$ cat config.mk
export PLATFORM = sky130hd
export DESIGN_NAME = grp_irq_ctrl
export DESIGN_NICKNAME = d
export VERILOG_FILES = /design/src/rtl/gic_pkg.sv /design/src/rtl/gic_regfile.sv /design/src/rtl/gic_arbiter.sv /design/src/rtl/grp_irq_ctrl.sv
export SDC_FILE = /design/constraint.sdc
export NUM_CORES = 2
export LEC_CHECK = 0
export ABC_AREA = 0
export BUFFER_PORTS_ARGS = -buffer_cell sky130_fd_sc_hd__buf_2
export CAP_MARGIN = 30
export CORE_MARGIN = 2
export CORE_UTILIZATION = 50
export CTS_CLUSTER_DIAMETER = 100
export DETAILED_ROUTE_END_ITERATION = 6
export PLACE_DENSITY_LB_ADDON = 0.3
export SLEW_MARGIN = 20
export SYNTH_ARGS = -nofsm -noshare
export SYNTH_HDL_FRONTEND = slang
export SYNTH_SLANG_ARGS = --single-unit
$ cat constraint.sdc
create_clock -name clk -period 235.7 [get_ports clk]
set_clock_uncertainty 0.05 [all_clocks]
set_input_delay 35.355 -clock clk [delete_from_list [all_inputs] [get_ports clk]]
set_output_delay 35.355 -clock clk [all_outputs]
set_load 0.01 [all_outputs]
$ cat src/rtl/gic_pkg.sv
package gic_pkg;
  localparam int NGRP   = 6;
  localparam int NSLOT  = 8;
  localparam int CODE_W = 3;
  localparam int SRC_W  = 6;
  localparam int NSRC   = 1 << SRC_W;
  localparam int DW     = 32;
  localparam int AW     = 4;
  localparam int RANK_W = 6;
  localparam int CMP_W  = RANK_W + 2 * CODE_W;

  // Per-group layout: source base, implemented codes, mask register/top bit,
  // routing register/base shift. Order: W, X, Y, Z, A, B.
  localparam logic [SRC_W-1:0] GRP_BASE [NGRP] = '{6'd1, 6'd32, 6'd40, 6'd9, 6'd17, 6'd25};
  localparam logic [NSLOT-1:0] GRP_IMPL [NGRP] = '{8'h07, 8'h1F, 8'h0F, 8'h7E, 8'h08, 8'h0F};
  localparam int GRP_MREG  [NGRP] = '{0, 0, 0, 0, 1, 1};
  localparam int GRP_MTOP  [NGRP] = '{15, 31, 23, 7, 31, 23};
  localparam int GRP_RREG  [NGRP] = '{0, 0, 0, 0, 1, 1};
  localparam int GRP_RBASE [NGRP] = '{24, 16, 8, 0, 8, 0};

  localparam logic [AW-1:0] A_CFG   = 4'd0;
  localparam logic [AW-1:0] A_MASK0 = 4'd1;
  localparam logic [AW-1:0] A_MASK1 = 4'd2;
  localparam logic [AW-1:0] A_PRI0  = 4'd3;
  localparam logic [AW-1:0] A_RT0   = 4'd9;
  localparam logic [AW-1:0] A_RT1   = 4'd10;
  localparam logic [AW-1:0] A_VLO   = 4'd11;
  localparam logic [AW-1:0] A_VHI   = 4'd12;

  localparam int CFG_TOP_LSB    = 0;
  localparam int CFG_TROUTE_LSB = 8;
  localparam int CFG_SPREAD_LSB = 16;
  localparam logic [1:0] ROUTE_HIGH = 2'b01;

  // Bit position of the code field of slot index s (0-based).
  function automatic int slot_lsb(input int s);
    return (s < 3) ? (29 - 3 * s) : (21 - 3 * s);
  endfunction

  // Identity slot layout: slot s holds code s.
  function automatic logic [DW-1:0] pri_identity();
    logic [DW-1:0] v;
    v = '0;
    for (int s = 0; s < NSLOT; s++) v[slot_lsb(s) +: CODE_W] = CODE_W'(s);
    return v;
  endfunction
endpackage

$ cat src/rtl/gic_regfile.sv
module gic_regfile
  import gic_pkg::*;
(
  input  logic                     clk,
  input  logic                     rst,
  input  logic                     wr_en,
  input  logic                     rd_en,
  input  logic [AW-1:0]            addr,
  input  logic [DW-1:0]            wdata,
  input  logic [SRC_W-1:0]         vec_lo,
  input  logic [SRC_W-1:0]         vec_hi,
  output logic [DW-1:0]            rdata,
  output logic [DW-1:0]            cfg_q,
  output logic [1:0][DW-1:0]       mask_q,
  output logic [NGRP-1:0][DW-1:0]  pri_q,
  output logic [1:0][DW-1:0]       route_q
);
  localparam logic [DW-1:0] PRI_RST = pri_identity();
  localparam int VPAD = DW - SRC_W;

  always_ff @(posedge clk) begin
    if (rst) begin
      cfg_q   <= '0;
      mask_q  <= '0;
      route_q <= '0;
    end else if (wr_en) begin
      if (addr == A_CFG)   cfg_q      <= wdata;
      if (addr == A_MASK0) mask_q[0]  <= wdata;
      if (addr == A_MASK1) mask_q[1]  <= wdata;
      if (addr == A_RT0)   route_q[0] <= wdata;
      if (addr == A_RT1)   route_q[1] <= wdata;
    end
  end

  for (genvar g = 0; g < NGRP; g++) begin : g_pri
    localparam logic [AW-1:0] MY_ADDR = A_PRI0 + AW'(g);
    always_ff @(posedge clk) begin
      if (rst)                           pri_q[g] <= PRI_RST;
      else if (wr_en && addr == MY_ADDR) pri_q[g] <= wdata;
    end
  end

  logic [DW-1:0] rd_mux;
  always_comb begin
    rd_mux = '0;
    if (addr == A_CFG)   rd_mux = cfg_q;
    if (addr == A_MASK0) rd_mux = mask_q[0];
    if (addr == A_MASK1) rd_mux = mask_q[1];
    if (addr == A_RT0)   rd_mux = route_q[0];
    if (addr == A_RT1)   rd_mux = route_q[1];
    if (addr == A_VLO)   rd_mux = {vec_lo, VPAD'(0)};
    if (addr == A_VHI)   rd_mux = {vec_hi, VPAD'(0)};
    for (int g = 0; g < NGRP; g++)
      if (addr == A_PRI0 + AW'(g)) rd_mux = pri_q[g];
  end

  always_ff @(posedge clk) begin
    if (rst)        rdata <= '0;
    else if (rd_en) rdata <= rd_mux;
  end

  assert_vec_read_R3: assert property (@(posedge clk) disable iff (rst)
    (rd_en && addr == A_VLO) |=> (rdata == {$past(vec_lo), VPAD'(0)}));

  assert_mask_readback_R10: assert property (@(posedge clk) disable iff (rst)
    (wr_en && addr == A_MASK0) |=> (mask_q[0] == $past(wdata)));
endmodule

$ cat src/rtl/gic_arbiter.sv
module gic_arbiter
  import gic_pkg::*;
(
  input  logic                     clk,
  input  logic                     rst,
  input  logic [NSRC-1:0]          src_lvl,
  input  logic [DW-1:0]            cfg_q,
  input  logic [1:0][DW-1:0]       mask_q,
  input  logic [NGRP-1:0][DW-1:0]  pri_q,
  input  logic [1:0][DW-1:0]       route_q,
  output logic [SRC_W-1:0]         vec_lo_q,
  output logic [SRC_W-1:0]         vec_hi_q,
  output logic                     irq_lo_q,
  output logic                     irq_hi_q
);
  logic [SRC_W-1:0] top_num;
  logic             top_on, top_hit, top_to_hi;
  logic [1:0]       found;
  logic [CMP_W-1:0] best [2];
  logic [SRC_W-1:0] win  [2];

  assign top_num   = cfg_q[CFG_TOP_LSB +: SRC_W];
  assign top_on    = (top_num != '0);
  assign top_to_hi = (cfg_q[CFG_TROUTE_LSB +: 2] == ROUTE_HIGH);

  // Override source: enabled, implemented and active anywhere in the map.
  always_comb begin
    top_hit = 1'b0;
    for (int g = 0; g < NGRP; g++)
      for (int c = 0; c < NSLOT; c++)
        if (top_on && GRP_IMPL[g][c] && (GRP_BASE[g] + SRC_W'(c) == top_num)
            && mask_q[GRP_MREG[g]][GRP_MTOP[g] - c] && src_lvl[top_num])
          top_hit = 1'b1;
  end

  // Slot scan: every (group, slot) entry competes on its rank.
  always_comb begin
    logic [CODE_W-1:0] code;
    logic [SRC_W-1:0]  snum;
    logic              live, dst;
    logic [RANK_W-1:0] rank;
    logic [CMP_W-1:0]  cmp;
    found = '0;
    best[0] = '1; best[1] = '1;
    win[0]  = '0; win[1]  = '0;
    for (int g = 0; g < NGRP; g++) begin
      for (int s = 0; s < NSLOT; s++) begin
        code = pri_q[g][slot_lsb(s) +: CODE_W];
        snum = GRP_BASE[g] + SRC_W'(code);
        live = GRP_IMPL[g][code]
               && mask_q[GRP_MREG[g]][5'(GRP_MTOP[g] - int'(code))]
               && src_lvl[snum]
               && !(top_on && snum == top_num);
        dst  = (s < 2) &&
               (route_q[GRP_RREG[g]][GRP_RBASE[g] + ((s == 0) ? 2 : 0) +: 2] == ROUTE_HIGH);
        rank = cfg_q[CFG_SPREAD_LSB + g] ? RANK_W'(s * NGRP + g) : RANK_W'(g * NSLOT + s);
        cmp  = {rank, CODE_W'(g), CODE_W'(s)};
        if (live && (!found[dst] || cmp < best[dst])) begin
          found[dst] = 1'b1;
          best[dst]  = cmp;
          win[dst]   = snum;
        end
      end
    end
    if (top_hit) begin
      found[top_to_hi] = 1'b1;
      win[top_to_hi]   = top_num;
    end
  end

  always_ff @(posedge clk) begin
    if (rst) begin
      vec_lo_q <= '0;
      vec_hi_q <= '0;
      irq_lo_q <= 1'b0;
      irq_hi_q <= 1'b0;
    end else begin
      vec_lo_q <= found[0] ? win[0] : '0;
      vec_hi_q <= found[1] ? win[1] : '0;
      irq_lo_q <= found[0];
      irq_hi_q <= found[1];
    end
  end

  assert_idle_when_quiet_R4: assert property (@(posedge clk) disable iff (rst)
    (src_lvl == '0) |=> (!irq_lo_q && !irq_hi_q));

  assert_lo_winner_active_R4: assert property (@(posedge clk) disable iff (rst)
    irq_lo_q |-> ((($past(src_lvl) >> vec_lo_q) & NSRC'(1)) != '0));

  assert_vec_nonzero_R3: assert property (@(posedge clk) disable iff (rst)
    irq_hi_q |-> (vec_hi_q != '0));

  assert_override_high_R8: assert property (@(posedge clk) disable iff (rst)
    (top_hit && top_to_hi) |=> (irq_hi_q && vec_hi_q == $past(top_num) && vec_lo_q != $past(top_num)));
endmodule

$ cat src/rtl/grp_irq_ctrl.sv
module grp_irq_ctrl
  import gic_pkg::*;
(
  input  logic            clk,
  input  logic            rst,
  input  logic            reg_wr,
  input  logic            reg_rd,
  input  logic [3:0]      reg_addr,
  input  logic [31:0]     reg_wdata,
  output logic [31:0]     reg_rdata,
  input  logic [63:0]     src_lvl,
  output logic            irq_hi,
  output logic            irq_lo
);
  logic [DW-1:0]           cfg_q;
  logic [1:0][DW-1:0]      mask_q;
  logic [NGRP-1:0][DW-1:0] pri_q;
  logic [1:0][DW-1:0]      route_q;
  logic [SRC_W-1:0]        vec_lo, vec_hi;

  gic_regfile u_regs (
    .clk    (clk),
    .rst    (rst),
    .wr_en  (reg_wr),
    .rd_en  (reg_rd),
    .addr   (reg_addr),
    .wdata  (reg_wdata),
    .vec_lo (vec_lo),
    .vec_hi (vec_hi),
    .rdata  (reg_rdata),
    .cfg_q  (cfg_q),
    .mask_q (mask_q),
    .pri_q  (pri_q),
    .route_q(route_q)
  );

  gic_arbiter u_arb (
    .clk     (clk),
    .rst     (rst),
    .src_lvl (src_lvl),
    .cfg_q   (cfg_q),
    .mask_q  (mask_q),
    .pri_q   (pri_q),
    .route_q (route_q),
    .vec_lo_q(vec_lo),
    .vec_hi_q(vec_hi),
    .irq_lo_q(irq_lo),
    .irq_hi_q(irq_hi)
  );

  assert_all_masked_quiet_R2: assert property (@(posedge clk) disable iff (rst)
    (mask_q[0] == '0 && mask_q[1] == '0) |=> (!irq_lo && !irq_hi));
endmodule

==> run metrics <==
antenna-violating nets left 0; R2R Path End u_arb.vec_lo_q[2]$_SDFF_PP0_; met2 Track Usage GR 56.4%; pin count of the biggest net entering global routing 118; Layout Nets 5504; max-slew violations 0; clk buf depth 3; via count 46100; Max H-tree Level 2; pre-CTS WS 115510 ps; M3 GR Usage 13.7%; initial antenna violation count 22; Setup Fix Bufs, Post-CTS 0; gr busiest metal met2; vias per inst 7.18; worst skew pair latency 620 ps; share of the synthesized area in the top cell type 20.8%; clock-pin slew on the worst setup and hold paths 60 ps; final period utilization 51.1%; Main synth FF type dfxtp_1; met1 Use GR 53.0%; worst min-delay path class register to register; WL/cell 28.8 um; Core ar. 85100 um2; input/output buffers 129; cell taking the most area after synthesis dfxtp_1; total power 0.000206 W; commonest non-fill, non-tap cell in the layout nand2_1; XOR/XNOR Fraction of Synth Area 4.11%; commonest cells after routing, fill and taps aside nand2_1 (1058), a21oi_1 (478), dfxtp_1 (441); RSZ-0062 raised after global routing false; R2R setup slack 149280 ps; mux cell area share after synthesis 19.0%; share of flip-flops with an asynchronous set or reset 0%; critical path class input port to register; area post-placement 44000 um2; GRT Resource Usage Total 39.9%; Worst-Margin Slew 1110 ps; row count 107; Rel. slew slack 25.9%; Most Frequent Cell on Critical Path ha_1; die height 297 um; post-CTS sizing 0; Layout area overhead 6.27%; Pleak 17.6 nW; Final Hold Viols 0; max-cap viol count 0; Final Setup Violations 0; Top Ports 138; GP Congestion 1.02; Reg2Reg Depth 370; synthesis-stage register bit count 446; initial drt markers 8055; Post-Synth Simple-Gate Area 22.1%; routed wire length 185000 um; failing checks DRC; clock period minus worst slack 120460 ps; Setup TNS 0 ps; Peak Freq 0.00830 GHz; first-pass GRT wire length 270000 um; largest cells by area after synthesis dfxtp_1 (21%), mux4_2 (14%), nand2_1 (9.3%); layout cells sized above 1 14.2%; CP Data Required Time 236180 ps; Crit path largest cell delay 730 ps; CP max FO 17; Peak VDD IR 0.00514 mV; Worst Setup Start Kind input port; Filler cells 8095; Arr. time, crit path 120950 ps; Setup WS post-layout 115240 ps; CTS Buf Count 49; reg2reg start u_regs.pri_q[29]$_SDFFE_PP0P_; combinational family with the most area after synthesis compound AO/OA/AOI/OAI gates; CTS tree done; residual DRC count 2; Crit. End Element register; Compound-Gate Fraction of Synth Area 23.7%; Initial DRT Pass Iterations 7; Post-Synth Adder-Cell Area 5.18%; Crit-path slowest cell o21ai_1; post-synthesis cell count 5415; Syn Area/Cell 7.94 um2; hold path depth 2; Die W 297 um; Synth cell types 137; sequential area share after synthesis 20.8%; die area 88300 um2; hold path startpoint u_regs.mask_q[35]$_SDFFE_PP0P_; design area 45700 um2; Synth Cell Area 43000 um2; status finished with violations; power density cells 4.51 nW/um2; hpwl dp 132000 um; CTS sink count 446; root buffer cell clkbuf_16; Hold-fix buffers, CTS 0; Starting Density 50.5%; Synth Net Count 5697; vias in the first global route 41200; grt ovf 0; Hold Path Sink u_regs.mask_q[35]$_SDFFE_PP0P_; number of flops mapped to enable cells by yosys 0; Ys Warns 0
[routing by layer]
metal | part of all wire [%] | vias up
met4 | 7.0 | 16
li1 | - | 19700
met3 | 16 | 832
met1 | 37 | 21800
met2 | 40 | 3751
met5 | 0.049 | -
[power by group]
| part | total, W | internal, W | switching, W |
|---|---|---|---|
| clock | 0.0000782 | 0.0000451 | 0.0000332 |
| sequential | 0.0000795 | 0.0000768 | 0.00000270 |
| combinational | 0.0000480 | 0.0000179 | 0.0000301 |
[worst max path at each step]
stage | start | to | slack, ps | cells after the start
global route | src_lvl[2] | u_arb.vec_lo_q[2]$_SDFF_PP0_ | 109340 | 375
floorplan | src_lvl[6] | u_arb.vec_lo_q[1]$_SDFF_PP0_ | 130160 | 380
finish | src_lvl[0] | u_arb.vec_lo_q[2]$_SDFF_PP0_ | 115240 | 370
CTS | src_lvl[0] | u_arb.vec_lo_q[2]$_SDFF_PP0_ | 115870 | 367
global placement | src_lvl[0] | u_arb.vec_lo_q[2]$_SDFF_PP0_ | 116160 | 364
detailed placement | src_lvl[0] | u_arb.vec_lo_q[2]$_SDFF_PP0_ | 115510 | 366
[area by class of cell]
class	count	area (um2)	share of cell area [%]
tap	1144	1430	3.13
sequential	446	8940	19.6
timing repair buffer	221	1390	3.04
clock inverter	11	144	0.315
antenna	17	42.5	0.0932
multi-input combinational	4409	31900	69.9
clock buffer	76	1440	3.15
inverter	95	357	0.781
[cell usage after synthesis (25+ instances only)]
| library cell | number |
|---|---|
| nand2_1 | 1062 |
| a21oi_1 | 478 |
| dfxtp_1 | 446 |
| clkbuf_1 | 383 |
| nor2_1 | 326 |
| mux4_2 | 259 |
| o21ai_0 | 208 |
| ha_1 | 178 |
| mux2i_1 | 173 |
| nand3_1 | 132 |
| xor2_1 | 129 |
| a22oi_1 | 122 |
| inv_1 | 89 |
| nor3_1 | 73 |
| nand3b_1 | 70 |
| xnor2_1 | 69 |
| a211oi_1 | 64 |
| and3_1 | 62 |
| a31oi_1 | 60 |
| nand2b_1 | 58 |
| a21o_1 | 50 |
| and2_1 | 49 |
| o211ai_1 | 49 |
| mux2_2 | 41 |
| buf_1 | 40 |
| a311oi_1 | 38 |
| o21a_1 | 36 |
| nor2b_1 | 34 |
| nor4_1 | 34 |
| a221oi_1 | 32 |
| or3_1 | 29 |
| nand4_1 | 27 |
| buf_2 | 25 |
| o21ai_1 | 25 |
[cell families (layout without fill, tap and decap cells)]
family | Yosys count | in the layout
AO/OA/AOI/OAI | 1480 | 1480
XOR/XNOR | 200 | 200
adder cells (fa/ha/maj) | 178 | 178
buffers and inverters | 560 | 403
flip-flops | 446 | 446
multiplexers | 482 | 482
other | 0 | 17
AND/OR/NAND/NOR | 2069 | 2069
[worst max-delay path, delay by kind of cell]
family / cells / cell delay (ps)
AOI/OAI and AO/OA: 195 / 47410
adders and majority gates: 46 / 12630
buffers and inverters: 22 / 3400
muxes: 11 / 3280
and+or+nand+nor: 96 / 18660
[per-stage QoR]
stage	util (%)	hold WS [ps]	instances
after floorplan	-	386	5415
after global placement	51.6	391	6306
after detailed placement	51.6	396	6307
after CTS	53.5	404	6394
after global routing	53.6	419	6405
final	53.6	405	6419
(Power assumes the default switching activity.)
